File: src/rtl/gss_pkg.sv
package gss_pkg;
  typedef struct packed {
    logic load;
    logic shift;
  } strobe_t;
endpackage

File: src/rtl/gss_sync.sv
module gss_sync #(
  parameter int WIDTH = 1,
  parameter int STAGES = 2,
  parameter logic [WIDTH-1:0] RESET_VAL = '0
) (
  input  logic             clk,
  input  logic             rst,
  input  logic [WIDTH-1:0] d,
  output logic [WIDTH-1:0] q
);
  logic [WIDTH-1:0] pipe [STAGES];

  always_ff @(posedge clk) begin
    if (rst) pipe[0] <= RESET_VAL;
    else     pipe[0] <= d;
  end

  for (genvar s = 1; s < STAGES; s++) begin : g_stage
    always_ff @(posedge clk) begin
      if (rst) pipe[s] <= RESET_VAL;
      else     pipe[s] <= pipe[s-1];
    end
  end

  assign q = pipe[STAGES-1];
endmodule

File: src/rtl/gss_control.sv
module gss_control
  import gss_pkg::*;
#(
  parameter int SYNC_STAGES = 2
) (
  input  logic    clk,
  input  logic    rst,
  input  logic    clkA,
  input  logic    clkB,
  input  logic    loadN,
  output strobe_t strb
);
  localparam int NSIG = 3;
  localparam logic [NSIG-1:0] SYNC_RESET = 3'b100;

  logic [NSIG-1:0] syncBits;
  logic syncA, syncB, syncLoadN;
  logic gated, gatedPrev, loadPrevN;

  gss_sync #(.WIDTH(NSIG), .STAGES(SYNC_STAGES), .RESET_VAL(SYNC_RESET)) u_sync (
    .clk (clk),
    .rst (rst),
    .d   ({loadN, clkB, clkA}),
    .q   (syncBits)
  );

  assign syncA     = syncBits[0];
  assign syncB     = syncBits[1];
  assign syncLoadN = syncBits[2];
  assign gated     = syncA | syncB;

  always_ff @(posedge clk) begin
    if (rst) begin
      gatedPrev <= 1'b0;
      loadPrevN <= 1'b1;
    end else begin
      gatedPrev <= gated;
      loadPrevN <= syncLoadN;
    end
  end

  always_comb begin
    strb.load  = ~syncLoadN | ~loadPrevN;
    strb.shift = syncLoadN & loadPrevN & gated & ~gatedPrev;
  end

  // a rise needs a low gated clock first, so shifts never come back to back
  a_r5_single_shift: assert property (@(posedge clk) disable iff (rst)
    strb.shift |=> !strb.shift);

  // the cycle in which the synchronized load control goes high never shifts
  a_r8_release_no_shift: assert property (@(posedge clk) disable iff (rst)
    $rose(syncLoadN) |-> !strb.shift);
endmodule

File: src/rtl/gss_datapath.sv
module gss_datapath
  import gss_pkg::*;
#(
  parameter int WIDTH = 8
) (
  input  logic             clk,
  input  logic             rst,
  input  strobe_t          strb,
  input  logic             serIn,
  input  logic [WIDTH-1:0] parIn,
  output logic [WIDTH-1:0] stages
);
  always_ff @(posedge clk) begin
    if (rst)             stages <= '0;
    else if (strb.load)  stages <= parIn;
    else if (strb.shift) stages <= {stages[WIDTH-2:0], serIn};
  end

  a_r2_load_follows: assert property (@(posedge clk) disable iff (rst)
    strb.load |=> stages == $past(parIn));

  a_r3_shift_moves: assert property (@(posedge clk) disable iff (rst)
    (strb.shift && !strb.load) |=> stages == {$past(stages[WIDTH-2:0]), $past(serIn)});

  a_r6_hold_idle: assert property (@(posedge clk) disable iff (rst)
    (!strb.shift && !strb.load) |=> $stable(stages));
endmodule

File: src/rtl/gated_shift_serializer.sv
module gated_shift_serializer
  import gss_pkg::*;
#(
  parameter int WIDTH = 8,
  parameter int SYNC_STAGES = 2
) (
  input  logic             clk,
  input  logic             rst,
  input  logic             loadN,
  input  logic             clkA,
  input  logic             clkB,
  input  logic             serIn,
  input  logic [WIDTH-1:0] parIn,
  output logic             serOut,
  output logic             serOutN,
  output logic [WIDTH-1:0] stageBus
);
  strobe_t strb;
  logic [WIDTH-1:0] stages;

  gss_control #(.SYNC_STAGES(SYNC_STAGES)) u_control (
    .clk   (clk),
    .rst   (rst),
    .clkA  (clkA),
    .clkB  (clkB),
    .loadN (loadN),
    .strb  (strb)
  );

  gss_datapath #(.WIDTH(WIDTH)) u_datapath (
    .clk    (clk),
    .rst    (rst),
    .strb   (strb),
    .serIn  (serIn),
    .parIn  (parIn),
    .stages (stages)
  );

  assign serOut   = stages[WIDTH-1];
  assign serOutN  = ~stages[WIDTH-1];
  assign stageBus = stages;
endmodule

File: config.mk
export PLATFORM = sky130hd
export DESIGN_NAME = gated_shift_serializer
export DESIGN_NICKNAME = d
export VERILOG_FILES = /design/src/rtl/gss_pkg.sv /design/src/rtl/gss_sync.sv /design/src/rtl/gss_control.sv /design/src/rtl/gss_datapath.sv /design/src/rtl/gated_shift_serializer.sv
export SDC_FILE = /design/constraint.sdc
export NUM_CORES = 1
export LEC_CHECK = 0
export ABC_AREA = 1
export BUFFER_PORTS_ARGS = -buffer_cell sky130_fd_sc_hd__buf_2
export CAP_MARGIN = 40
export CELL_PAD_IN_SITES_DETAIL_PLACEMENT = 0
export CELL_PAD_IN_SITES_GLOBAL_PLACEMENT = 1
export CORE_UTILIZATION = 33
export DETAILED_ROUTE_END_ITERATION = 8
export GPL_ROUTABILITY_DRIVEN = 0
export PLACE_DENSITY = 0.86
export SYNTH_ARGS = -nofsm -noshare
export SYNTH_HDL_FRONTEND = slang
export SYNTH_SLANG_ARGS = --single-unit
File: constraint.sdc
create_clock -name clk -period 1.6 [get_ports clk]
set_clock_uncertainty 0.1 [all_clocks]
set_input_delay 0.24 -clock clk [delete_from_list [all_inputs] [get_ports clk]]
set_output_delay 0.24 -clock clk [all_outputs]
set_load 0.05 [all_outputs]
==> results.sh <==
export IMPL_status="finished, final reports clean"
export IMPL_startpoint_type="flop"
export IMPL_placed_cells=150
export IMPL_postSynthAreaPerCell_um2=6.92
export IMPL_critPathMaxStageDelay_ns=0.37
export IMPL_first_pass_iters=2
export IMPL_crit_required_ns=1.26
export IMPL_num_vias=636
export IMPL_ys_seq_area_share_pct=44.1
export IMPL_hpwlAfterDp_um=957
export IMPL_cts_root_buffer="clkbuf_4"
export IMPL_worst_path_buf_inv=1
export IMPL_drive_above_1_share_pct=26.8
export IMPL_synth_cells=105
export IMPL_setup_viol=0
export IMPL_yosysWarningCount=0
export IMPL_grt_pass1_wl_um=2060
export IMPL_drc=0
export IMPL_drt_wirelength_per_cell_um=8.28
export IMPL_setup_tns_ns=0
export IMPL_antenna_found_initial=0
export IMPL_end_kind="output pin"
export IMPL_power_density_nw_per_um2=1100
export IMPL_worst_skew_pair_late_latency_ns=0.28
export IMPL_rsz0062_at_grt="false"
export IMPL_grt_usage_pct=11.4
export IMPL_overflow=0
export IMPL_rows=16
export IMPL_yosysTopAreaCellShare_pct=44.1
export IMPL_yosys_area_top_type="dfxtp_1"
export IMPL_pin_count=24
export IMPL_cts_buffers_inserted=3
export IMPL_drv_cap=0
export IMPL_die_y_um=48.9
export IMPL_drtIter0Drc=6
export IMPL_areaGrowthSynthToFinish_pct=19.3
export IMPL_die_x_um=48.9
export IMPL_synth_area_leaders="dfxtp_1 (44%), nand2_1 (17%), nor2_1 (11%), inv_1 (7.7%), nand3_1 (5.5%)"
export IMPL_drtAntennaViolNets=0
export IMPL_synth_seq_cells=16
export IMPL_path_cells="buf_2"
export IMPL_cts_tree="built"
export IMPL_slowest_stage="dfxtp_1"
export IMPL_cp_arrival_ns=0.93
export IMPL_slew_viol_final=0
export IMPL_synthesis_nets=119
export IMPL_slew_headroom_pct=76.1
export IMPL_worstSetupPathType="flop to output pin"
export IMPL_clk_pin_slew_ns=0.09
export IMPL_max_freq_mhz=785
export IMPL_num_nets_final=142
export IMPL_period_minus_slack_ns=1.27
export IMPL_hold_path_class="input port to flop"
export IMPL_cts_sinks=16
export IMPL_p_leak_uw=0.000475
export IMPL_grt_pass1_vias=508
export IMPL_cpLargestDelayFamily="flip-flops"
export IMPL_drt_total_wl_um=1280
export IMPL_core_area_um2=2020
export IMPL_antenna_cells=0
export IMPL_cts_max_level=1
export IMPL_crit_fanout=3
export IMPL_worst_pin_slew_ns=0.358
export IMPL_via_per_inst=4.13
export IMPL_final_cells=154
export IMPL_netlist_area_um2=727
export IMPL_final_hold_viol_count=0
export IMPL_postCtsHoldBufs=0
export IMPL_vdd_drop_max_mv=0.504
export IMPL_ctsResizeCount=0
export IMPL_grt_max_degree=17
export IMPL_synth_cell_types=12
export IMPL_die_area_um2=2390
export IMPL_clockBufferDepth=2
export IMPL_port_buffers=23
export IMPL_initial_core_util_pct=36.0
export IMPL_period_share_pct=79.6
export IMPL_post_cts_buffers=0
-- Yosys cell counts --
library cell / count
nand2_4: 2
nand3_1: 8
dfxtp_1: 16
buf_6: 3
or2_2: 3
nor2_1: 22
o21ai_4: 1
buf_4: 1
inv_1: 15
clkinv_2: 1
clkbuf_1: 1
nand2_1: 32
-- registers in the layout, summed over array words and instances (netlist names) --
register,cells
u_datapath.stages,8
u_control.gatedPrev,1
u_control.u_sync.pipe,6
u_control.loadPrevN,1
-- layout make-up --
class                   instances  area [um^2]
fillers                       236         1150
flip-flops and latches         16          320
multi-input cells              68          300
repair buffers                 23          115
inverters                      16         61.3
clock buffers                   4         36.3
well taps                      27         33.8
-- worst paths after layout --
kind | start | end | slack (ns) | depth (start not counted)
max reg2reg | u_control.u_sync.pipe[1][2]$_SDFF_PP1_ | u_datapath.stages[4]$_SDFFE_PP0P_ | 0.33 | 6
max | u_datapath.stages[4]$_SDFFE_PP0P_ | stageBus[4] | 0.33 | 1
min | loadN | u_control.u_sync.pipe[0][2]$_SDFF_PP1_ | 0.03 | 2
min reg2reg | u_control.u_sync.pipe[0][1]$_SDFF_PP0_ | u_control.u_sync.pipe[1][1]$_SDFF_PP0_ | 0.31 | 2
-- metal layers --
metal  vias to the layer above  share of wire [%]  GRT usage (%)
met5                         -                  0              0
met4                         0                2.6           8.82
met3                         5                5.0           2.80
met2                        18                 45           18.3
met1                       262                 47           13.0
li1                        351                  -              -
-- cell families (layout without fill, tap and decap cells) --
family                 count (synthesis)  count (layout)  synth area share (%)
and+or+nand+nor                       67              67                  39.1
DFF                                   16              16                  44.1
AOI/OAI and AO/OA                      1               1                  2.24
buffers and inverters                 21              43                  14.6
-- layout by cell type (no fill, tap or decap), drive strengths merged --
| cell | instances |
|---|---|
| nand2 | 34 |
| o21ai | 1 |
| or2 | 3 |
| clkbuf | 4 |
| buf | 23 |
| nand3 | 8 |
| clkinv | 1 |
| nor2 | 22 |
| inv | 15 |
| dfxtp | 16 |
-- power by group --
group / internal (uW) / switching (uW)
sequential: 428 / 23.5
combinational: 70.8 / 169
clock: 139 / 124
-- metrics by stage --
stage / util, % / instance area, um^2 / setup slack [ns] / power (uW) / hold slack, ns
floorplan: - / 727 / 0.257 / 658 / 0.244
global placement: 41.1 / 831 / 0.385 / 701 / 0.292
finish: 42.9 / 867 / 0.326 / 954 / 0.0316
detailed placement: 41.1 / 831 / 0.341 / 704 / 0.296
global route: 42.9 / 867 / 0.193 / 1010 / 0.0173
CTS: 42.9 / 867 / 0.310 / 968 / 0.0230
No activity file was read; power rests on OpenSTA's default activity.
